**src/rtl/qpot_pkg.sv**
```systemverilog
package qpot_pkg;
   localparam int unsigned QP_ADDR_W      = 2;
   localparam int unsigned QP_DATA_W      = 6;
   localparam int unsigned QP_SYNC_STAGES = 2;

   // bit positions of the serial inputs inside the synchronizer vector
   localparam int unsigned QP_IDX_CLK = 0;
   localparam int unsigned QP_IDX_SEL = 1;
   localparam int unsigned QP_IDX_DAT = 2;
   localparam int unsigned QP_IN_W    = 3;

   function automatic int unsigned qp_mid(input int unsigned w);
      return 32'd1 << (w - 1);
   endfunction
endpackage

```
**src/rtl/qpot_sync.sv**
```systemverilog
module qpot_sync #(
   parameter int unsigned    W       = 3,
   parameter int unsigned    STAGES  = 2,
   parameter logic [W-1:0]   RST_VAL = '0
) (
   input  logic         clk,
   input  logic         rst_n,
   input  logic [W-1:0] d_i,
   output logic [W-1:0] q_o,
   output logic [W-1:0] rise_o
);
   logic [STAGES-1:0][W-1:0] stg_q;
   logic [W-1:0]             prev_q;

   generate
      if (STAGES < 2) begin : g_bad_stages
         $error("qpot_sync: STAGES must be at least 2");
      end
   endgenerate

   always_ff @(posedge clk or negedge rst_n) begin
      if (!rst_n) begin
         for (int s = 0; s < STAGES; s++) stg_q[s] <= RST_VAL;
         prev_q <= RST_VAL;
      end else begin
         stg_q[0] <= d_i;
         for (int s = 1; s < STAGES; s++) stg_q[s] <= stg_q[s-1];
         prev_q <= stg_q[STAGES-1];
      end
   end

   assign q_o = stg_q[STAGES-1];

   generate
      for (genvar b = 0; b < W; b++) begin : g_edge
         assign rise_o[b] = q_o[b] & ~prev_q[b];


         rise_pulse_chk: assert property (@(posedge clk) disable iff (!rst_n)
            rise_o[b] |=> !rise_o[b]);
      end
   endgenerate
endmodule

```
**src/rtl/qpot_shifter.sv**
```systemverilog
module qpot_shifter #(
   parameter int unsigned WORD_W = 8
) (
   input  logic              clk,
   input  logic              rst_n,
   input  logic              shift_i,
   input  logic              bit_i,
   output logic [WORD_W-1:0] word_o,
   output logic              msb_o
);
   logic [WORD_W-1:0] word_q;

   always_ff @(posedge clk or negedge rst_n) begin
      if (!rst_n)       word_q <= '0;
      else if (shift_i) word_q <= {word_q[WORD_W-2:0], bit_i};
   end

   assign word_o = word_q;
   assign msb_o  = word_q[WORD_W-1];


   idle_hold_chk: assert property (@(posedge clk) disable iff (!rst_n)
      !shift_i |=> $stable(word_q));


   shift_order_chk: assert property (@(posedge clk) disable iff (!rst_n)
      shift_i |=> (word_q[WORD_W-1:1] == $past(word_q[WORD_W-2:0])));
endmodule

```
**src/rtl/qpot_bank.sv**
```systemverilog
module qpot_bank #(
   parameter int unsigned ADDR_W = 2,
   parameter int unsigned DATA_W = 6,
   parameter int unsigned MID    = 32
) (
   input  logic                             clk,
   input  logic                             rst_n,
   input  logic                             wr_i,
   input  logic [ADDR_W-1:0]                addr_i,
   input  logic [DATA_W-1:0]                data_i,
   output logic [(1<<ADDR_W)*DATA_W-1:0]    code_o
);
   localparam int unsigned N_CH = 1 << ADDR_W;
   localparam logic [DATA_W-1:0] MID_CODE = DATA_W'(MID);

   logic [DATA_W-1:0] chan_q [N_CH];

   generate
      for (genvar i = 0; i < N_CH; i++) begin : g_chan
         always_ff @(posedge clk or negedge rst_n) begin
            if (!rst_n)
               chan_q[i] <= MID_CODE;
            else if (wr_i && (addr_i == ADDR_W'(i)))
               chan_q[i] <= data_i;
         end
         assign code_o[i*DATA_W +: DATA_W] = chan_q[i];
      end
   endgenerate


   no_stray_write_chk: assert property (@(posedge clk) disable iff (!rst_n)
      !wr_i |=> $stable(code_o));
endmodule

```
**src/rtl/qpot_core.sv**
```systemverilog
module qpot_core
   import qpot_pkg::*;
#(
   parameter int unsigned ADDR_W      = QP_ADDR_W,
   parameter int unsigned DATA_W      = QP_DATA_W,
   parameter int unsigned SYNC_STAGES = QP_SYNC_STAGES
) (
   input  logic                               clk,
   input  logic                               rst_n,
   input  logic                               ser_clk_i,
   input  logic                               ser_sel_n_i,
   input  logic                               ser_dat_i,
   input  logic                               shdn_n_i,
   output logic                               ser_dat_o,
   output logic [(1<<ADDR_W)*DATA_W-1:0]      code_o,
   output logic [(1<<ADDR_W)-1:0]             shut_o
);
   localparam int unsigned N_CH   = 1 << ADDR_W;
   localparam int unsigned WORD_W = ADDR_W + DATA_W;
   localparam int unsigned MID    = qp_mid(DATA_W);
   localparam logic [QP_IN_W-1:0] IN_RST = QP_IN_W'(1) << QP_IDX_SEL;

   generate
      if (ADDR_W < 1) begin : g_bad_addr
         $error("qpot_core: ADDR_W must be at least 1");
      end
      if (DATA_W < 2) begin : g_bad_data
         $error("qpot_core: DATA_W must be at least 2");
      end
   endgenerate

   logic [QP_IN_W-1:0] raw_in, syn_q, syn_rise;
   logic               shift_en;
   logic [WORD_W-1:0]  word;
   logic               word_msb;
   logic               pend_v;
   logic [WORD_W-1:0]  pend_word;

   assign raw_in[QP_IDX_CLK] = ser_clk_i;
   assign raw_in[QP_IDX_SEL] = ser_sel_n_i;
   assign raw_in[QP_IDX_DAT] = ser_dat_i;

   qpot_sync #(
      .W       (QP_IN_W),
      .STAGES  (SYNC_STAGES),
      .RST_VAL (IN_RST)
   ) u_sync (
      .clk    (clk),
      .rst_n  (rst_n),
      .d_i    (raw_in),
      .q_o    (syn_q),
      .rise_o (syn_rise)
   );

   assign shift_en = syn_rise[QP_IDX_CLK] & ~syn_q[QP_IDX_SEL];

   qpot_shifter #(.WORD_W(WORD_W)) u_shift (
      .clk     (clk),
      .rst_n   (rst_n),
      .shift_i (shift_en),
      .bit_i   (syn_q[QP_IDX_DAT]),
      .word_o  (word),
      .msb_o   (word_msb)
   );

   // hold the decoded word one cycle, then commit
   always_ff @(posedge clk or negedge rst_n) begin
      if (!rst_n) begin
         pend_v    <= 1'b0;
         pend_word <= '0;
      end else begin
         pend_v <= syn_rise[QP_IDX_SEL];
         if (syn_rise[QP_IDX_SEL]) pend_word <= word;
      end
   end

   qpot_bank #(
      .ADDR_W (ADDR_W),
      .DATA_W (DATA_W),
      .MID    (MID)
   ) u_bank (
      .clk    (clk),
      .rst_n  (rst_n),
      .wr_i   (pend_v),
      .addr_i (pend_word[WORD_W-1 -: ADDR_W]),
      .data_i (pend_word[DATA_W-1:0]),
      .code_o (code_o)
   );

   assign ser_dat_o = shdn_n_i ? word_msb : 1'b1;
   assign shut_o    = {N_CH{~shdn_n_i}};


   sdo_quiet_chk: assert property (@(posedge clk) disable iff (!rst_n)
      !shdn_n_i |-> (ser_dat_o && (&shut_o)));


   commit_once_chk: assert property (@(posedge clk) disable iff (!rst_n)
      pend_v |=> !pend_v);
endmodule

```
**config.mk**
```make
export PLATFORM = sky130hd
export DESIGN_NAME = qpot_core
export DESIGN_NICKNAME = d
export VERILOG_FILES = /design/src/rtl/qpot_pkg.sv /design/src/rtl/qpot_sync.sv /design/src/rtl/qpot_shifter.sv /design/src/rtl/qpot_bank.sv /design/src/rtl/qpot_core.sv
export SDC_FILE = /design/constraint.sdc
export NUM_CORES = 1
export LEC_CHECK = 0
export BUFFER_PORTS_ARGS = -buffer_cell sky130_fd_sc_hd__buf_2
export CAP_MARGIN = 20
export CORE_UTILIZATION = 50
export DETAILED_ROUTE_END_ITERATION = 8
export PLACE_DENSITY = 0.77
export REMOVE_ABC_BUFFERS = 1
export SLEW_MARGIN = 20
export SYNTH_ARGS = -nofsm -noshare
export SYNTH_HDL_FRONTEND = slang
export SYNTH_SLANG_ARGS = --single-unit
```
**constraint.sdc**
```tcl
create_clock -name clk -period 3.3 [get_ports clk]
set_input_delay 0.66 -clock clk [delete_from_list [all_inputs] [get_ports clk]]
set_output_delay 0.66 -clock clk [all_outputs]
set_load 0.03 [all_outputs]
```
# Word level (Yosys, flattened, before mapping)
# Index checks and enable logic that the tools add are counted.
word_totals:
  register_bits: 49
  latch_bits: 0
  mem_bits_rw: 0
  rom_bits: 0
  inputBits: 6
  elab_cells: 26
  memories: 0
op_classes:
  addsub: 0
  multipliers: 0
  div_mod_pow: 0
  magnitude_cmp: 0
  n_eq_ne: 3
  n_shift: 0
  n_mux: 1
  n_bitwise: 7
  n_reduce_logical: 5
op_table:
  columns: ["operator", "count"]
  rows:
  - ["$eq 2x2->1 const B", 2]
  - ["$logic_and 1x1->1", 4]
  - ["$not 1->1", 4]
  - ["$and 1x1->1", 3]
  - ["$eq 2x1->1 const B", 1]
  - ["$logic_not 2->1", 1]
  - ["$mux 1", 1]

# Logic depth before layout (Yosys ltp)
depth:
  word_depth: 3
  ltp_mapped: 3
  ltp_nobuf: 2

# Hierarchy
# A second synthesis with hierarchy kept.
hier_totals:
  cells_unflattened: 109
  hier_area_um2: 1949.4
by_module_without_submodules:
  columns: ["mod", "n_inst", "cells_each", "area_each_um2", "seq_area_each_um2"]
  rows:
  - ["qpot_bank", 1, 52, 922.1, 605.6]
  - ["qpot_core", 1, 24, 395.4, 225.2]
  - ["qpot_shifter", 1, 18, 339.1, 200.2]
  - ["qpot_sync", 1, 15, 292.8, 229.0]

# Worst setup path before layout
# No wires, ideal clock.
synth_timing:
  kind: "input to output"
  startpoint: "in shdn_n_i"
  endpoint: "out shut_o[1]"
  arrival_ns: 1.112
  slack_ns: 1.528
  stages: 2
  path_cell_list: "inv_1 > buf_4"
synth_via:
  elab_chain_len: 1
synth_lines:
  columns: ["item", "line", "source"]
  rows:
  - ["from (decl)", "qpot_core.sv:13", "input logic shdn_n_i,"]
  - ["$not 1->1", "qpot_core.sv:91", "assign shut_o = {N_CH{~shdn_n_i}};"]
  - ["to (decl)", "qpot_core.sv:16", "output logic [(1<<ADDR_W)-1:0] shut_o"]
# No other way between the ends.

# Worst setup path after layout
layout_timing:
  startpoint: "reg u_bank.chan_q, in the netlist u_bank.code_o[23]"
  endpoint: "out code_o[23]"
layout_rtl:
  columns: ["item", "line", "source"]
  rows:
  - ["from (decl)", "qpot_bank.sv:16", "logic [DATA_W-1:0] chan_q [N_CH];"]
  - ["from (signal, indexed assignment)", "qpot_bank.sv:24", "chan_q[i] <= data_i;"]
  - ["to (decl)", "qpot_core.sv:15", "output logic [(1<<ADDR_W)*DATA_W-1:0] code_o,"]
# No word-level cell between the ends.

==> run_summary.xml <==
<?xml version="1.0" encoding="UTF-8"?>
<metrics>
  <group name="outcome">
    <metric name="run_status" unit="">finished, final reports clean</metric>
  </group>
  <group name="timing">
    <metric name="worst-slew-pin-transition" unit="ps">658.2</metric>
    <metric name="unrepaired_setup_endpoints_after_global_routing" unit="">false</metric>
    <metric name="setup_viol_count_final" unit="">0</metric>
    <metric name="layout_min_cycle_time" unit="ps">1752</metric>
    <metric name="fin_tns_setup" unit="ps">0</metric>
    <metric name="report.final.hold_viol_count" unit="">0</metric>
    <metric name="fmaxAchievable" unit="MHz">570.7</metric>
    <metric name="final.hold.worst_slack" unit="ps">286.7</metric>
    <metric name="max-slew-margin-rel" unit="%">56.03</metric>
    <metric name="drv_slew" unit="">0</metric>
    <metric name="layout_setup_ws" unit="ps">1548</metric>
    <metric name="fin_worst_skew" unit="ps">7.893</metric>
    <metric name="fraction_of_the_cycle_the_final_worst_path_needs" unit="%">53.10</metric>
  </group>
  <group name="clock_network">
    <metric name="postCtsResizedCells" unit="">0</metric>
    <metric name="cts_tree" unit="">built</metric>
    <metric name="clock_tree.root_cell" unit="">sky130_fd_sc_hd__clkbuf_4</metric>
    <metric name="worst_setup_hold_path_clk_slew" unit="ps">130</metric>
    <metric name="hold_buffers" unit="">0</metric>
    <metric name="numClockSinks" unit="">49</metric>
    <metric name="post-cts-setup-buffers" unit="">0</metric>
    <metric name="h-tree-depth" unit="">2</metric>
    <metric name="clk-insertion-delay-late" unit="ps">360</metric>
    <metric name="numCtsBuffers" unit="">5</metric>
    <metric name="clockBufferDepth" unit="">2</metric>
  </group>
  <group name="logic_synthesis">
    <metric name="synth-seq-area-share" unit="%">68.83</metric>
    <metric name="avgSynthCellArea" unit="sq um">17.76</metric>
    <metric name="ys_top_cells_by_area" unit="">sky130_fd_sc_hd__dfrtp_1 59%, sky130_fd_sc_hd__mux2_2 25%, sky130_fd_sc_hd__dfstp_2 10%</metric>
    <metric name="synthCells" unit="">101</metric>
    <metric name="ys_warn_count" unit="">0</metric>
    <metric name="largest_area_contributor_in_the_netlist" unit="">sky130_fd_sc_hd__dfrtp_1</metric>
    <metric name="synth.top_cell.area_share" unit="%">58.58</metric>
    <metric name="mappedNetlistArea" unit="sq mm">0.001794</metric>
    <metric name="seq_cells_post_synth" unit="">49</metric>
    <metric name="number_of_distinct_library_cells_after_synthesis" unit="">11</metric>
  </group>
  <group name="cells_and_area">
    <metric name="mostFrequentLayoutCells" unit="">42 x sky130_fd_sc_hd__dfrtp_1, 40 x sky130_fd_sc_hd__mux2_2, 33 x sky130_fd_sc_hd__buf_2, 7 x sky130_fd_sc_hd__dfstp_2, 5 x sky130_fd_sc_hd__clkbuf_4</metric>
    <metric name="layout-area-overhead-vs-synth" unit="%">14.23</metric>
    <metric name="final_common_cell" unit="">sky130_fd_sc_hd__dfrtp_1</metric>
    <metric name="layout.nets" unit="">144</metric>
    <metric name="antenna-diode-count" unit="">0</metric>
    <metric name="layout-drive-gt1-share" unit="%">65.47</metric>
  </group>
  <group name="pwr">
    <metric name="power_density_cells" unit="mW/mm^2">816.4</metric>
    <metric name="vdd_ir_drop_max" unit="mV">0.3726</metric>
    <metric name="cellInternalPower" unit="mW">1.082</metric>
    <metric name="p_comb_share" unit="%">30.3</metric>
    <metric name="sw_frac_of_total" unit="%">35.36</metric>
    <metric name="power_frac_seq" unit="%">54.3</metric>
    <metric name="switchingPower" unit="mW">0.5917</metric>
    <metric name="leakage" unit="nW">1.030</metric>
    <metric name="clock_power_share" unit="%">15.4</metric>
  </group>
  <group name="global_route">
    <metric name="pin_count_of_the_biggest_net_entering_global_routing" unit="">50</metric>
    <metric name="antenna_found_initial" unit="">0</metric>
    <metric name="grt_first_pass_wirelength" unit="um">4450</metric>
    <metric name="grt_remaining_overflow" unit="">0</metric>
    <metric name="track_usage" unit="%">17.01</metric>
    <metric name="grt_pass1_vias" unit="">941</metric>
  </group>
  <group name="drt">
    <metric name="detailroute.via_count" unit="">939</metric>
    <metric name="routed_wirelength_normalized_by_instance_count" unit="um">14.20</metric>
    <metric name="detail-route-antenna-nets" unit="">0</metric>
    <metric name="drc_errors" unit="">0</metric>
    <metric name="route.final.wire_length" unit="um">2627</metric>
    <metric name="post_drt_via_cell_ratio" unit="">5.076</metric>
    <metric name="drt_first_pass_iters" unit="">6</metric>
    <metric name="drtIter0Drc" unit="">33</metric>
  </group>
  <group name="critical_path">
    <metric name="critical-path-slowest-cell" unit="">sky130_fd_sc_hd__dfstp_2</metric>
    <metric name="critical_path.reg2reg.startpoint" unit="">u_sync.q_o[1]</metric>
    <metric name="critical_path_peak_fanout" unit="">2</metric>
    <metric name="critical_path.top_delay_family" unit="">flip-flops</metric>
    <metric name="critPathKind" unit="">reg2out</metric>
    <metric name="worst-path-buf-inv" unit="">1</metric>
    <metric name="slowest_delay" unit="ps">550</metric>
    <metric name="critPathRequiredTime" unit="ps">2640</metric>
    <metric name="reg2regPathDepth" unit="">2</metric>
    <metric name="worst_ep_arrival_time" unit="ps">1090</metric>
    <metric name="worstPathCellList" unit="">buf_2</metric>
    <metric name="setup.worst_path.end_class" unit="">primary output</metric>
    <metric name="worst_setup_path_start_kind" unit="">flop</metric>
    <metric name="worst_r2r_endpoint" unit="">pend_word[6]</metric>
    <metric name="ff2ff_setup_slack" unit="ps">1650</metric>
  </group>
  <group name="placed_design">
    <metric name="placement.io_buffers" unit="">34</metric>
    <metric name="gpl.final_weighted_congestion" unit="">0.6608</metric>
    <metric name="place_ws" unit="ps">1595</metric>
    <metric name="detailed_place_hpwl" unit="um">1877</metric>
  </group>
  <group name="floorplan">
    <metric name="rows" unit="">21</metric>
    <metric name="floorplan.core_area" unit="sq mm">0.003390</metric>
    <metric name="chipHeight" unit="um">61.91</metric>
    <metric name="chipWidth" unit="um">61.91</metric>
    <metric name="boundaryPins" unit="">35</metric>
    <metric name="fp.dieArea" unit="sq mm">0.003832</metric>
    <metric name="initial_utilization" unit="%">52.93</metric>
  </group>
  <group name="job">
    <metric name="drv_cap" unit="">0</metric>
  </group>
  <group name="min_path">
    <metric name="worst_hold_path_type" unit="">in2async</metric>
  </group>
</metrics>
-- worst max-delay path by stage --
stage,start,to,slack [ps],cells past startpoint
after CTS,u_bank.code_o[23],code_o[23],1530,1
after floorplan,shdn_n_i,shut_o[0],1290,1
after global routing,u_bank.code_o[11],code_o[11],1470,1
final,u_bank.code_o[23],code_o[23],1550,1
after detailed placement,shdn_n_i,shut_o[1],1600,3
after global placement,shdn_n_i,shut_o[0],1610,3
-- state kept, by name, indices dropped and copies added (netlist names) --
register,flops
u_shift.word_o,8
u_sync.prev_q,2
u_sync.q_o,3
pend_word,8
u_bank.code_o,24
u_sync.stg_q,3
pend_v,1
-- power by group through the flow --
stage / sequential [mW] / clock [mW] / combinational, mW
after floorplan: 1.06 / 0 / 0.206
after global placement: 0.908 / 0 / 0.500
after detailed placement: 0.925 / 0 / 0.515
after CTS: 0.912 / 0.268 / 0.516
after global routing: 0.939 / 0.295 / 0.549
final: 0.909 / 0.257 / 0.507
-- cell families after synthesis --
group	share of synthesized area, %
buffers and inverters	1.743
DFF	68.83
muxes	25.10
and+or+nand+nor	4.324
-- routing by layer --
layer,up-vias,GRT usage (%),part of all wire (%)
met4,0,6.667,1.6
met1,474,19.67,44
met2,30,28.42,49
li1,430,-,-
met5,-,0,0
met3,5,6.832,5.1
-- final cells by class --
type	count	area (sq um)
fill	277	1340
sequential	49	1235
multi-input combinational	47	528.0
timing repair buffer	34	172.7
tap	46	57.56
clock buffer	7	45.04
clock inverter	1	7.507
inverter	1	3.754
-- cell usage after synthesis --
cell type                  instances
sky130_fd_sc_hd__dfrtp_1          42
sky130_fd_sc_hd__mux2_2           40
sky130_fd_sc_hd__dfstp_2           7
sky130_fd_sc_hd__buf_4             3
sky130_fd_sc_hd__nand3b_2          2
sky130_fd_sc_hd__nor3b_4           2
sky130_fd_sc_hd__buf_2             1
sky130_fd_sc_hd__inv_1             1
sky130_fd_sc_hd__nand2b_1          1
sky130_fd_sc_hd__nand3_1           1
sky130_fd_sc_hd__nor2b_1           1
-- stage by stage --
stage	total power, mW	instances	utilization, %	instance area, sq um
after floorplan	1.267	97	-	1767
after global placement	1.407	177	58.84	1994
after detailed placement	1.440	177	58.84	1994
after CTS	1.696	185	60.39	2047
after global routing	1.782	185	60.47	2049
final	1.673	185	60.47	2049
Note: power is estimated with default switching activity, not from simulation.
